[src/rtl/cvt_seq_pkg.sv]
package cvt_seq_pkg;

   typedef enum logic [1:0] {
      PH_IDLE    = 2'd0,
      PH_TRACK   = 2'd1,
      PH_CONVERT = 2'd2
   } phase_e;

   typedef enum logic [1:0] {
      PWR_OFF        = 2'b00,
      PWR_ON         = 2'b01,
      PWR_SLEEP_IDLE = 2'b10,
      PWR_STBY_IDLE  = 2'b11
   } pwr_mode_e;

   // bit order is the register layout: [7:6] power, [5:4] divide,
   // [3:2] track length, [1] timer start, [0] pin start
   typedef struct packed {
      pwr_mode_e  pwr;
      logic [1:0] div_sel;
      logic [1:0] acq_sel;
      logic       tmr_en;
      logic       pin_en;
   } ctrl_t;

   function automatic logic [3:0] sel_to_count(input logic [1:0] sel);
      return 4'd1 << sel;
   endfunction

endpackage

[src/rtl/cvt_ctrl_reg.sv]
module cvt_ctrl_reg
   import cvt_seq_pkg::*;
#(
   parameter int                ADDR_W   = 8,
   parameter logic [ADDR_W-1:0] REG_ADDR = 'hEF,
   parameter logic [7:0]        RST_VAL  = 8'h20
) (
   input  logic              clk_i,
   input  logic              rst_ni,
   input  logic              wr_en_i,
   input  logic [ADDR_W-1:0] addr_i,
   input  logic [7:0]        wdata_i,
   output ctrl_t             ctrl_o
);

   generate
      if (ADDR_W < 1) begin : g_bad_addr
         $error("cvt_ctrl_reg: ADDR_W must be at least 1");
      end
   endgenerate

   logic  hit;
   ctrl_t ctrl_q;

   assign hit = wr_en_i && (addr_i == REG_ADDR);

   always_ff @(posedge clk_i or negedge rst_ni) begin
      if (!rst_ni) begin
         ctrl_q <= ctrl_t'(RST_VAL);
      end else if (hit) begin
         ctrl_q <= ctrl_t'(wdata_i);
      end
   end

   assign ctrl_o = ctrl_q;

   // a write to another address leaves the register alone
   assert_miss_keeps_R1: assert property (@(posedge clk_i) disable iff (!rst_ni)
      (wr_en_i && addr_i != REG_ADDR) |=> $stable(ctrl_q));

endmodule

[src/rtl/cvt_trig_unit.sv]
module cvt_trig_unit
   import cvt_seq_pkg::*;
#(
   parameter int SYNC_STAGES = 2,
   parameter int QUAL_CYCLES = 13
) (
   input  logic      clk_i,
   input  logic      rst_ni,
   input  pwr_mode_e pwr_i,
   input  logic      tmr_en_i,
   input  logic      pin_en_i,
   input  logic      sw_start_i,
   input  logic      tmr_ovf_i,
   input  logic      pin_start_ni,
   output logic      trig_o
);

   localparam int QW = $clog2(QUAL_CYCLES + 1);

   generate
      if (SYNC_STAGES < 2) begin : g_bad_sync
         $error("cvt_trig_unit: SYNC_STAGES must be at least 2");
      end
      if (QUAL_CYCLES < 1) begin : g_bad_qual
         $error("cvt_trig_unit: QUAL_CYCLES must be at least 1");
      end
   endgenerate

   // ---------------- pin synchroniser ----------------
   logic [SYNC_STAGES-1:0] sync_q;
   logic                   pin_low;

   always_ff @(posedge clk_i or negedge rst_ni) begin
      if (!rst_ni) begin
         sync_q <= '1;
      end else begin
         sync_q <= {sync_q[SYNC_STAGES-2:0], pin_start_ni};
      end
   end

   assign pin_low = !sync_q[SYNC_STAGES-1];

   // ---------------- low-width qualifier ----------------
   logic qual_hit;

   generate
      if (QUAL_CYCLES == 1) begin : g_noqual
         assign qual_hit = pin_low;
      end else begin : g_qual
         logic [QW-1:0] low_cnt_q;
         always_ff @(posedge clk_i or negedge rst_ni) begin
            if (!rst_ni) begin
               low_cnt_q <= '0;
            end else if (!pin_low) begin
               low_cnt_q <= '0;
            end else if (low_cnt_q != QW'(QUAL_CYCLES - 1)) begin
               low_cnt_q <= low_cnt_q + 1'b1;
            end
         end
         assign qual_hit = pin_low && (low_cnt_q == QW'(QUAL_CYCLES - 1));
      end
   endgenerate

   logic fired_q;
   logic pin_fire;

   always_ff @(posedge clk_i or negedge rst_ni) begin
      if (!rst_ni) begin
         fired_q <= 1'b0;
      end else if (!pin_low) begin
         fired_q <= 1'b0;
      end else if (qual_hit) begin
         fired_q <= 1'b1;
      end
   end

   assign pin_fire = pin_en_i && qual_hit && !fired_q;

   // ---------------- overflow pair counter ----------------
   logic half_q;
   logic tmr_fire;

   always_ff @(posedge clk_i or negedge rst_ni) begin
      if (!rst_ni) begin
         half_q <= 1'b0;
      end else if (!tmr_en_i) begin
         half_q <= 1'b0;
      end else if (tmr_ovf_i) begin
         half_q <= !half_q;
      end
   end

   assign tmr_fire = tmr_en_i && tmr_ovf_i && half_q;

   assign trig_o = (pwr_i != PWR_OFF) && (sw_start_i || tmr_fire || pin_fire);

   // a qualified low pulse yields a single start
   assert_pin_single_R9: assert property (@(posedge clk_i) disable iff (!rst_ni)
      pin_fire |=> !pin_fire);

   // a timer start consumes the pair, so the next overflow cannot start
   assert_tmr_pair_R8: assert property (@(posedge clk_i) disable iff (!rst_ni)
      tmr_fire |=> !tmr_fire);

endmodule

[src/rtl/cvt_phase_seq.sv]
module cvt_phase_seq
   import cvt_seq_pkg::*;
#(
   parameter int DATA_W    = 12,
   parameter int CONV_CLKS = 17
) (
   input  logic              clk_i,
   input  logic              rst_ni,
   input  logic              start_i,
   input  logic [1:0]        div_sel_i,
   input  logic [1:0]        acq_sel_i,
   input  logic [DATA_W-1:0] data_i,
   output logic              tick_o,
   output logic              track_o,
   output logic              convert_o,
   output logic              done_o,
   output logic              busy_o,
   output logic [DATA_W-1:0] result_o
);

   localparam int MAXV = (CONV_CLKS - 1 > 7) ? CONV_CLKS - 1 : 7;
   localparam int CW   = $clog2(MAXV + 1);

   generate
      if (CONV_CLKS < 2) begin : g_bad_conv
         $error("cvt_phase_seq: CONV_CLKS must be at least 2");
      end
      if (DATA_W < 1) begin : g_bad_data
         $error("cvt_phase_seq: DATA_W must be at least 1");
      end
   endgenerate

   phase_e            phase_q;
   logic [CW-1:0]     cnt_q;
   logic              done_q;
   logic [DATA_W-1:0] result_q;
   logic [2:0]        div_q;
   logic [2:0]        div_lim;
   logic [CW-1:0]     acq_last;
   logic              tick;
   logic              accept;

   assign div_lim  = 3'(sel_to_count(div_sel_i) - 4'd1);
   assign acq_last = CW'(sel_to_count(acq_sel_i) - 4'd1);
   assign tick     = (div_q >= div_lim);
   assign accept   = start_i && (phase_q == PH_IDLE);

   // converter clock divider, restarted by an accepted start
   always_ff @(posedge clk_i or negedge rst_ni) begin
      if (!rst_ni) begin
         div_q <= '0;
      end else if (accept || tick) begin
         div_q <= '0;
      end else begin
         div_q <= div_q + 3'd1;
      end
   end

   always_ff @(posedge clk_i or negedge rst_ni) begin
      if (!rst_ni) begin
         phase_q  <= PH_IDLE;
         cnt_q    <= '0;
         done_q   <= 1'b0;
         result_q <= '0;
      end else begin
         done_q <= 1'b0;
         unique case (phase_q)
            PH_IDLE: begin
               if (start_i) begin
                  phase_q <= PH_TRACK;
                  cnt_q   <= '0;
               end
            end
            PH_TRACK: begin
               if (tick) begin
                  if (cnt_q >= acq_last) begin
                     phase_q <= PH_CONVERT;
                     cnt_q   <= '0;
                  end else begin
                     cnt_q <= cnt_q + 1'b1;
                  end
               end
            end
            PH_CONVERT: begin
               if (tick) begin
                  if (cnt_q >= CW'(CONV_CLKS - 1)) begin
                     phase_q  <= PH_IDLE;
                     cnt_q    <= '0;
                     done_q   <= 1'b1;
                     result_q <= data_i;
                  end else begin
                     cnt_q <= cnt_q + 1'b1;
                  end
               end
            end
            default: phase_q <= PH_IDLE;
         endcase
      end
   end

   assign tick_o    = tick;
   assign track_o   = (phase_q == PH_TRACK);
   assign convert_o = (phase_q == PH_CONVERT);
   assign busy_o    = (phase_q != PH_IDLE);
   assign done_o    = done_q;
   assign result_o  = result_q;

   // tracking always hands over to conversion
   assert_conv_follows_R4: assert property (@(posedge clk_i) disable iff (!rst_ni)
      $fell(track_o) |-> convert_o);

   // done is a single cycle right after conversion ends
   assert_done_single_R5: assert property (@(posedge clk_i) disable iff (!rst_ni)
      done_o |=> !done_o);
   assert_done_after_conv_R5: assert property (@(posedge clk_i) disable iff (!rst_ni)
      done_o |-> ($past(convert_o) && !convert_o));

   // a start during tracking does not disturb the running count
   assert_busy_ignores_R6: assert property (@(posedge clk_i) disable iff (!rst_ni)
      (track_o && start_i && !tick) |=> $stable(cnt_q));

endmodule

[src/rtl/cvt_timing_seq.sv]
module cvt_timing_seq
   import cvt_seq_pkg::*;
#(
   parameter int                ADDR_W      = 8,
   parameter logic [ADDR_W-1:0] REG_ADDR    = 'hEF,
   parameter logic [7:0]        RST_VAL     = 8'h20,
   parameter int                DATA_W      = 12,
   parameter int                CONV_CLKS   = 17,
   parameter int                SYNC_STAGES = 2,
   parameter int                QUAL_CYCLES = 13
) (
   input  logic              clk_i,
   input  logic              rst_ni,
   input  logic              bus_wr_i,
   input  logic [ADDR_W-1:0] bus_addr_i,
   input  logic [7:0]        bus_wdata_i,
   input  logic              sw_start_i,
   input  logic              tmr_ovf_i,
   input  logic              cvt_start_ni,
   input  logic [DATA_W-1:0] cvt_data_i,
   output logic              cvt_clk_en_o,
   output logic              track_o,
   output logic              convert_o,
   output logic              done_o,
   output logic              pdown_o,
   output logic              standby_o,
   output logic [DATA_W-1:0] result_o
);

   ctrl_t ctrl;
   logic  trig;
   logic  busy;

   cvt_ctrl_reg #(
      .ADDR_W   (ADDR_W),
      .REG_ADDR (REG_ADDR),
      .RST_VAL  (RST_VAL)
   ) u_ctrl (
      .clk_i   (clk_i),
      .rst_ni  (rst_ni),
      .wr_en_i (bus_wr_i),
      .addr_i  (bus_addr_i),
      .wdata_i (bus_wdata_i),
      .ctrl_o  (ctrl)
   );

   cvt_trig_unit #(
      .SYNC_STAGES (SYNC_STAGES),
      .QUAL_CYCLES (QUAL_CYCLES)
   ) u_trig (
      .clk_i        (clk_i),
      .rst_ni       (rst_ni),
      .pwr_i        (ctrl.pwr),
      .tmr_en_i     (ctrl.tmr_en),
      .pin_en_i     (ctrl.pin_en),
      .sw_start_i   (sw_start_i),
      .tmr_ovf_i    (tmr_ovf_i),
      .pin_start_ni (cvt_start_ni),
      .trig_o       (trig)
   );

   cvt_phase_seq #(
      .DATA_W    (DATA_W),
      .CONV_CLKS (CONV_CLKS)
   ) u_seq (
      .clk_i     (clk_i),
      .rst_ni    (rst_ni),
      .start_i   (trig),
      .div_sel_i (ctrl.div_sel),
      .acq_sel_i (ctrl.acq_sel),
      .data_i    (cvt_data_i),
      .tick_o    (cvt_clk_en_o),
      .track_o   (track_o),
      .convert_o (convert_o),
      .done_o    (done_o),
      .busy_o    (busy),
      .result_o  (result_o)
   );

   always_comb begin
      pdown_o   = 1'b0;
      standby_o = 1'b0;
      unique case (ctrl.pwr)
         PWR_OFF:        pdown_o   = 1'b1;
         PWR_ON:         ;
         PWR_SLEEP_IDLE: pdown_o   = !busy;
         PWR_STBY_IDLE:  standby_o = !busy;
         default:        pdown_o   = 1'b1;
      endcase
   end

   // an idle block in the off mode stays idle
   assert_off_stays_idle_R11: assert property (@(posedge clk_i) disable iff (!rst_ni)
      (ctrl.pwr == PWR_OFF && !busy) |=> !busy);

   // every end of a cycle is marked by done
   assert_end_marked_R5: assert property (@(posedge clk_i) disable iff (!rst_ni)
      $fell(busy) |-> done_o);

   // the two power requests are never raised together
   assert_power_excl_R7: assert property (@(posedge clk_i) disable iff (!rst_ni)
      !(pdown_o && standby_o));

endmodule

[config.mk]
export PLATFORM = sky130hd
export DESIGN_NAME = cvt_timing_seq
export DESIGN_NICKNAME = d
export VERILOG_FILES = /design/src/rtl/cvt_seq_pkg.sv /design/src/rtl/cvt_ctrl_reg.sv /design/src/rtl/cvt_trig_unit.sv /design/src/rtl/cvt_phase_seq.sv /design/src/rtl/cvt_timing_seq.sv
export SDC_FILE = /design/constraint.sdc
export NUM_CORES = 1
export LEC_CHECK = 0
export BUFFER_PORTS_ARGS = -buffer_cell sky130_fd_sc_hd__buf_2
export CORE_ASPECT_RATIO = 1.5
export CORE_MARGIN = 2
export CORE_UTILIZATION = 45
export CTS_BUF_LIST = sky130_fd_sc_hd__clkbuf_8 sky130_fd_sc_hd__clkbuf_16
export DETAILED_ROUTE_END_ITERATION = 16
export PLACE_DENSITY = 0.8
export SLEW_MARGIN = 20
export SYNTH_ARGS = -nofsm -noshare
export SYNTH_HDL_FRONTEND = slang
export SYNTH_HIERARCHICAL = 1
export SYNTH_SLANG_ARGS = --single-unit
[constraint.sdc]
create_clock -name clk_i -period 5.1 [get_ports clk_i]
set_input_delay 1.02 -clock clk_i [delete_from_list [all_inputs] [get_ports clk_i]]
set_output_delay 1.02 -clock clk_i [all_outputs]
set_load 0.02 [all_outputs]
## Yosys cells after proc, flatten, opt, wreduce, memory -nomap -nowiden

Index checks and enable logic that the tools add are counted.

| storage, ports and cells | value |
|---|---|
| output and inout bits | 18 |
| bits in registers | 39 |
| input port bits | 34 |
| logic and storage cells | 86 |
| memories | 0 |
| memory bits (read-only) | 0 |
| RAM bits | 0 |
| latch bits | 0 |

| operators by class | value |
|---|---|
| reductions and logical operators | 25 |
| $lt $le $gt $ge | 3 |
| divide/modulo/power cells | 0 |
| multiply operators | 0 |
| muxes and demuxes | 24 |
| bitwise operators | 0 |
| eq/ne operators | 13 |
| add/subtract/negate cells | 5 |
| shift-type cells | 2 |

Operators with widths:

| kind | number |
|---|---|
| $mux W5 | 5 |
| $pmux W5 S3 | 1 |
| $mux W2 | 5 |
| $ne A2 B1 Y1 const B | 5 |
| $eq A8 B8 Y1 const B | 1 |
| $logic_and A1 B1 Y1 | 8 |
| $mux W1 | 8 |
| $mux W4 | 2 |
| $reduce_bool A2 Y1 | 4 |
| $eq A2 B2 Y1 const B | 3 |
| $pmux W2 S3 | 1 |
| $add A5 B1 Y5 const B | 1 |
| $ge A5 B5 Y1 | 1 |
| $ge A5 B5 Y1 const B | 1 |
| $reduce_and A5 Y1 | 1 |
| $sub A4 B1 Y5 const B | 1 |
| $add A4 B1 Y4 const B | 1 |
| $eq A4 B4 Y1 const B | 1 |
| $logic_not A1 Y1 | 4 |
| $logic_not A2 Y1 | 2 |
| $ne A4 B4 Y1 const B | 1 |
| $reduce_and A4 Y1 | 1 |
| $shl A1 B2 Y4 const A | 1 |
| $add A3 B1 Y3 const B | 1 |
| 10 further kinds | 12 |

## Depth between registers and ports, before layout

Gate-level depths: netlist (run 1).

| logic depth | value |
|---|---|
| depth after elaboration | 9 |
| gate-level depth with buffers | 9 |
| gate-level depth less buffers | 9 |

## By module

The synthesis (run 1) kept the hierarchy.

By module, submodules not included:

| module | cells an instance | times used | seq. area each (sq um) | area each (sq um) |
|---|---|---|---|---|
| cvt_phase_seq | 118 | 1 | 575.6 | 1350.0 |
| cvt_trig_unit | 33 | 1 | 202.7 | 361.6 |
| cvt_ctrl_reg | 20 | 1 | 201.4 | 332.8 |
| cvt_timing_seq | 2 | 1 | 0.0 | 13.8 |

## Worst setup path before layout (run 1)

OpenSTA, ideal clock, no wires.

| timing path | value |
|---|---|
| path type | register to output |
| start | register u_ctrl.ctrl_q, in the netlist u_ctrl/ctrl_o[5] |
| end | output port cvt_clk_en_o |
| cell stages (with the launch flop) | 5 |
| data arrival time | 1.336 ns |
| required time | 4.080 ns |
| setup slack | 2.744 ns |
| path buffers | 0 |
| cells stage by stage | dfstp_2 -> or2_2 -> ha_1 -> nor2b_4 -> o21ai_4 |

| on the way | value |
|---|---|
| word-level cells in the longest chain between the ends | 3 |

Ends and longest elaborated chain:

| what | RTL line | source |
|---|---|---|
| start, declared | cvt_ctrl_reg.sv:23 | `ctrl_t ctrl_q;` |
| start signal, assigned | cvt_ctrl_reg.sv:29 | `ctrl_q <= ctrl_t'(RST_VAL);` |
| start signal, assigned | cvt_ctrl_reg.sv:31 | `ctrl_q <= ctrl_t'(wdata_i);` |
| $shl A1 B2 Y3 | cvt_seq_pkg.sv:27 | `return 4'd1 << sel;` |
| $sub A3 B1 Y3 | cvt_phase_seq.sv:43 | `assign div_lim = 3'(sel_to_count(div_sel_i) - 4'd1);` |
| $ge A3 B3 Y1 | cvt_phase_seq.sv:45 | `assign tick = (div_q >= div_lim);` |
| end, declared | cvt_timing_seq.sv:21 | `output logic cvt_clk_en_o,` |

No other way between the ends.

## Worst setup path in the final report (run 1)

Same ends and word-level chain as after synthesis.

==> results.toml, run 1 <==
[die]
rows = 30
initial_core_util_pct = 46.1
die_area_mm2 = 0.00514
core_area_mm2 = 0.00447
die_w_um = 59.2
die_h_um = 86.8
io_pins = 52

[clock_network]
cts.sinks = 39
clock_latency_ns = 0.29
cts_buffers = 5
clk_pin_slew_ns = 0.08
post_cts_resized = 0
cts_tree = "built"
clock_path_buffers = 2
cts_hold_buffers = 0
cts_setup_buffers = 0
htree_num_levels = 2
cts_root_buf = "clkbuf_8"

[synthesis]
ys_seq_area_share_pct = 47.6
yosysWarningCount = 6
async_flop_share_pct = 100
syn_inst = 173
ys_types = 41
synth_edf_count = 0
yosys-top-cells-count = "dfrtp_1, inv_1, nand2_1, ha_1, mux2_2"
synth.cell_area_mm2 = 0.00206
ys_ff_latch = 39
synth_fp_nets = 222
synth_top_area_share_pct = 43.8
synth_ff_type = "dfrtp_1"
syn_avg_cell_area_um2 = 11.9
synth.most_common_cell = "dfrtp_1"
synth_top_cell_by_area = "dfrtp_1"
yosys-top-cells-area = "dfrtp_1, ha_1, mux2_2"

[sta]
worst-slew-pin-transition_ns = 0.844
setup_tns_ns = 0
rsz0062_at_grt = "no"
setup_slack_ns = 2.24
period_share_pct = 56.2
fmax_mhz = 349
clock_skew_ns = 0.00708
slew_viol_final = 0
slew_headroom_pct = 43.7
hold_viol = 0
fin_crit_ns = 2.86
finalSetupViolations = 0

[detailed_routing]
wl_per_cell_um = 13.7
drt_iter0_drc = 26
vias = 1439
antenna_left = 0
routed_wl_um = 3830
drc = 0
vias_per_cell = 5.16
drt_pass1_iterations = 4

[grt]
antenna_found_initial = 0
grt_start_max_net_pins = 40
grt_pass1_wl_um = 6410
grt_use_total_pct = 16.9
grt_overflow = 0
grt_pass1_vias = 1472

[power]
leakagePower_nw = 1.22
power_density_mw_per_mm2 = 314
vdd_drop_max_mv = 0.193
power_uw = 769

[setup_path]
worstPathArrival_ns = 1.84
path_buf_inv = 1
critPathMaxStageDelay_ns = 0.38
crit_type = "reg2out"
crit_required_ns = 4.08
path_max_fanout = 6
crit_slowest_cell = "dfstp_2"
start_kind = "flip-flop"
crit_chain = "or2_2, ha_1, nor2b_4, o21ai_4, buf_2"
cp-end-kind = "output pin"
cp_top_family = "flip-flops"

[hold_path]
hold_path_class = "reg2reg"

[placement]
dp_hpwl_um = 2880
place.gp.congestion = 0.748
io_buffer_count = 51
dpl_cell_area_mm2 = 0.00236
pre_cts_ws_ns = 2.55

[finish]
n_fill_cell = 393
layout-drive-gt1-share_pct = 43.3
seqCellArea_um2 = 980
antenna_cells = 0
stdcell_area_mm2 = 0.00245
area_growth_syn_to_layout_pct = 18.9
multi_input_area_mm2 = 0.00100
nets = 279

[status]
outcome = "finished, final reports clean"

[run]
cap_violations = 0
[worst paths after layout]
| check | to | start | depth (start not counted) | slack [ns] |
|---|---|---|---|---|
| worst max-delay path | cvt_clk_en_o | u_ctrl/ctrl_o[5]$_DFFE_PN1P_ | 5 | 2.24 |
| worst min-delay path | u_trig/sync_q[1]$_DFF_PN1_ | u_trig/sync_q[0]$_DFF_PN1_ | 0 | 0.36 |
| worst max register to register | u_seq/cnt_q[3]$_DFFE_PN0P_ | u_trig/g_qual.low_cnt_q[0]$_DFFE_PN0P_ | 9 | 2.58 |
| worst min register to register | u_trig/sync_q[1]$_DFF_PN1_ | u_trig/sync_q[0]$_DFF_PN1_ | 0 | 0.36 |
| max in group asynchronous | u_ctrl/ctrl_o[6]$_DFFE_PN0P_ | rst_ni | 1 | 3.74 |
| min in group asynchronous | u_seq/result_o[11]$_DFFE_PN0P_ | rst_ni | 1 | 0.83 |
[logic make-up after synthesis]
kind of cell | after synthesis | share of synthesized area (%)
mux | 23 | 14.2
flops | 39 | 47.6
compound gates | 28 | 10.5
buf+inv | 18 | 3.65
fa+ha+maj | 15 | 9.12
simple gates | 47 | 13.7
xor+xnor | 3 | 1.28
[state kept, by name, summed over array words and instances (netlist names)]
register,cells
u_seq/done_o,1
u_trig/fired_q,1
u_seq/result_o,12
u_seq/div_q,3
u_trig/half_q,1
u_trig/g_qual.low_cnt_q,4
u_ctrl/ctrl_o,8
u_seq/phase_q,2
u_trig/sync_q,2
u_seq/cnt_q,5
[layout by cell type, fill, tap and decap left out, types with 6 or more instances in the layout]
| cell type | synthesis | routed |
|---|---|---|
| a21oi_1 | 7 | 7 |
| buf_2 | 0 | 51 |
| dfrtp_1 | 36 | 36 |
| ha_1 | 15 | 15 |
| inv_1 | 17 | 18 |
| mux2_2 | 13 | 13 |
| mux2_4 | 9 | 9 |
| nand2_1 | 16 | 16 |
| nor2_1 | 11 | 11 |
| o21ai_0 | 6 | 6 |
[layout make-up]
class / count / area share [%]
Timing Repair Buffer: 51 / 10.4
Multi-Input combinational cell: 116 / 41.0
Inverter: 17 / 2.61
Tap cell: 48 / 2.45
Clock buffer: 5 / 2.81
Sequential cell: 39 / 40.0
Clock inverter: 3 / 0.665
[layer usage]
layer | global-route usage, % | routed length (um) | vias to the layer above | share of wire, %
met5 | 0 | 0 | - | 0
met4 | 7.44 | 40 | 0 | 1.0
met3 | 5.37 | 177 | 4 | 4.6
met2 | 29.4 | 2030 | 42 | 53
met1 | 18.1 | 1580 | 689 | 41
li1 | - | - | 704 | -
[power by group]
| part | internal (mW) | switching, mW | total, mW | leakage [nW] |
|---|---|---|---|---|
| sequential | 0.333 | 0.0196 | 0.353 | 0.501 |
| combinational | 0.0911 | 0.127 | 0.218 | 0.675 |
| clock | 0.0935 | 0.104 | 0.198 | 0.0453 |
[through the flow]
step	util (%)	cells	hold WS, ns
final	54.8	279	0.363
after detailed placement	52.9	271	0.351
after global placement	52.9	271	0.346
after floorplan	-	173	0.345
after global routing	54.8	279	0.370
after CTS	54.8	279	0.357
Note: power is estimated with default switching activity, not from simulation.
==> inputs of run 2 (changes only) <==
--- a/config.mk
+++ b/config.mk
@@ -5,6 +5,7 @@
 export SDC_FILE = /design/constraint.sdc
 export NUM_CORES = 1
 export LEC_CHECK = 0
+export ABC_AREA = 1
 export BUFFER_PORTS_ARGS = -buffer_cell sky130_fd_sc_hd__buf_2
 export CORE_ASPECT_RATIO = 1.5
 export CORE_MARGIN = 2
==> constraint.sdc (replaced) <==
create_clock -name clk_i -period 2.9 [get_ports clk_i]
set_input_delay 0.58 -clock clk_i [delete_from_list [all_inputs] [get_ports clk_i]]
set_output_delay 0.58 -clock clk_i [all_outputs]
set_load 0.02 [all_outputs]
==> run 2 against run 1 <==
Compared with the run above: first-iteration DRC count is 85% higher; global-route usage is 0.17 points higher; die area is 3.4% higher; non-clock buffer count stayed put; via count is 19% higher; synthesized area is 3.6% higher; clock-buffer cell count stayed put; combinational power is 67% higher; clock skew is 0.0060 ns higher; register-to-register slack worse by 1.6 ns; sequential power is 71% higher.
==> results.toml, run 2 <==
[clock_network]
clock_path_buffers = 2
htree_num_levels = 2
post_cts_resized = 0
cts_root_buf = "clkbuf_8"
cts_tree = "built"
cts.sinks = 39
cts_setup_buffers = 0
cts_buffers = 5
clock_latency_ns = 0.30
clk_pin_slew_ns = 0.08
cts_hold_buffers = 0

[finish]
final_cell_mix = "nand2_1, buf_2, dfrtp_1"
postLayoutCoreUtil_pct = 55.7
area_growth_syn_to_layout_pct = 18.6
stdcell_area_mm2 = 0.00253
layout-drive-gt1-share_pct = 33.0
final_common_cell = "nand2_1"
largest_register_ffs = 12
antenna_cells = 0
instances_no_fill = 364
nets = 348

[setup_path]
path_max_fanout = 4
start_kind = "flip-flop"
crit_type = "reg2out"
timing.rr.start = "u_trig/g_qual.low_cnt_q[0]$_DFFE_PN0P_"
r2r-end = "u_seq/cnt_q[0]$_DFFE_PN0P_"
cp-end-kind = "output pin"
worstPathArrival_ns = 1.77
crit_required_ns = 2.32
r2r_slack_ns = 1.03
r2r_cells = 12

[power]
power_density_mw_per_mm2 = 531
leakagePower_nw = 1.33
power_mw = 1.34
vdd_drop_max_mv = 0.513

[run]
cap_violations = 0

[synthesis]
yosys-top-cells-area = "dfrtp_1, nand2_1, ha_1"
synth_fp_nets = 292
synth.cell_area_mm2 = 0.00213
syn_avg_cell_area_um2 = 8.77
async_flop_share_pct = 100
synth.most_common_cell = "nand2_1"
ys_ff_latch = 39
yosys-top-cells-count = "nand2_1, dfrtp_1, inv_1, ha_1"
synth.area.mux_share_pct = 0
synth_edf_count = 0
ys_seq_area_share_pct = 46.0
synth_top_cell_by_area = "dfrtp_1"
synth-compound-area-share_pct = 3.05
synthSimpleGateAreaFrac_pct = 33.9
yosysWarningCount = 6
synth_ff_type = "dfrtp_1"
synth_top_area_share_pct = 42.3
synth_xor_area_share_pct = 1.23
syn_inst = 243
synthAdderAreaFrac_pct = 8.80
synth_top_family_by_area = "simple AND/OR/NAND/NOR gates"
ys_types = 29

[sta]
worst-slew-pin-transition_ns = 0.853
hold_slack_ns = 0.363
fin_crit_ns = 2.35
slew_headroom_pct = 43.1
setup_tns_ns = 0
fmax_mhz = 426
slew_viol_final = 0
rsz0062_at_grt = "no"
finalSetupViolations = 0
clock_skew_ns = 0.0131
setup_slack_ns = 0.551
period_share_pct = 81.0
hold_viol = 0

[detailed_routing]
routed_wl_um = 3910
vias_per_cell = 4.71
drt_iter0_drc = 48
vias = 1715
drc = 0
wl_per_cell_um = 10.7
drt_pass1_iterations = 5
antenna_left = 0

[status]
outcome = "finished, final reports clean"

[placement]
place.gp.congestion = 0.813
dpl.cell_count = 356
dpl_cell_area_mm2 = 0.00244
dp_hpwl_um = 3110
io_buffer_count = 51
pre_cts_ws_ns = 0.881

[hold_path]
hold_path_class = "reg2reg"
hold_depth = 0
hold_start = "u_trig/sync_q[0]$_DFF_PN1_"
min_to = "u_trig/sync_q[1]$_DFF_PN1_"

[grt]
grt_use_total_pct = 17.0
grt_start_max_net_pins = 40
grt_pass1_wl_um = 6890
grt_pass1_vias = 1700
antenna_found_initial = 0
grt_overflow = 0

[die]
core_area_mm2 = 0.00454
die_area_mm2 = 0.00532
die_h_um = 88.3
io_pins = 52
rows = 30
initial_core_util_pct = 46.9
die_w_um = 60.2
run 2: layer usage:
layer	share of wire (%)	wire [um]	vias to the layer above	global-route usage, %
met4	4.0	155	0	9.90
met2	53	2060	46	30.2
met3	4.1	160	10	2.92
li1	-	-	876	-
met5	0	0	-	0
met1	39	1530	783	18.5
run 2: power by group:
part,switching [mW],internal [mW]
combinational,0.242,0.121
sequential,0.0264,0.576
clock,0.206,0.172
run 2: final cells by class:
type	instances	area, um2
multi-input combinational	171	1000
sequential	39	980
clock buffer	5	68.8
clock inverter	3	23.8
fill	403	2010
tap	64	80.1
inverter	31	119
timing repair buffer	51	255
run 2: worst max path at each step:
stage	start	end	slack [ns]	cells after the start
CTS	u_ctrl/ctrl_o[5]$_DFFE_PN1P_	cvt_clk_en_o	0.53	5
detailed placement	u_ctrl/ctrl_o[5]$_DFFE_PN1P_	cvt_clk_en_o	0.88	5
global route	u_ctrl/ctrl_o[5]$_DFFE_PN1P_	cvt_clk_en_o	0.46	5
finish	u_ctrl/ctrl_o[5]$_DFFE_PN1P_	cvt_clk_en_o	0.55	5
global placement	u_ctrl/ctrl_o[5]$_DFFE_PN1P_	cvt_clk_en_o	0.93	5
floorplan	u_ctrl/ctrl_o[5]$_DFFE_PN1P_	cvt_clk_en_o	1.07	4
run 2: cell families (layout without fill, tap and decap cells):
| logic type | after synthesis | count (layout) |
|---|---|---|
| and+or+nand+nor | 143 | 143 |
| DFF | 39 | 39 |
| buffers and inverters | 33 | 90 |
| adders and majority gates | 15 | 15 |
| AOI/OAI and AO/OA | 10 | 10 |
| xor gates and xnor gates | 3 | 3 |
run 2: critical path, cell delays in order, from the launching register on:
cell	delay (ns)
dfstp_2	0.55
nand2_1	0.06
ha_1	0.32
a21oi_2	0.23
nand3_2	0.13
buf_2	0.18
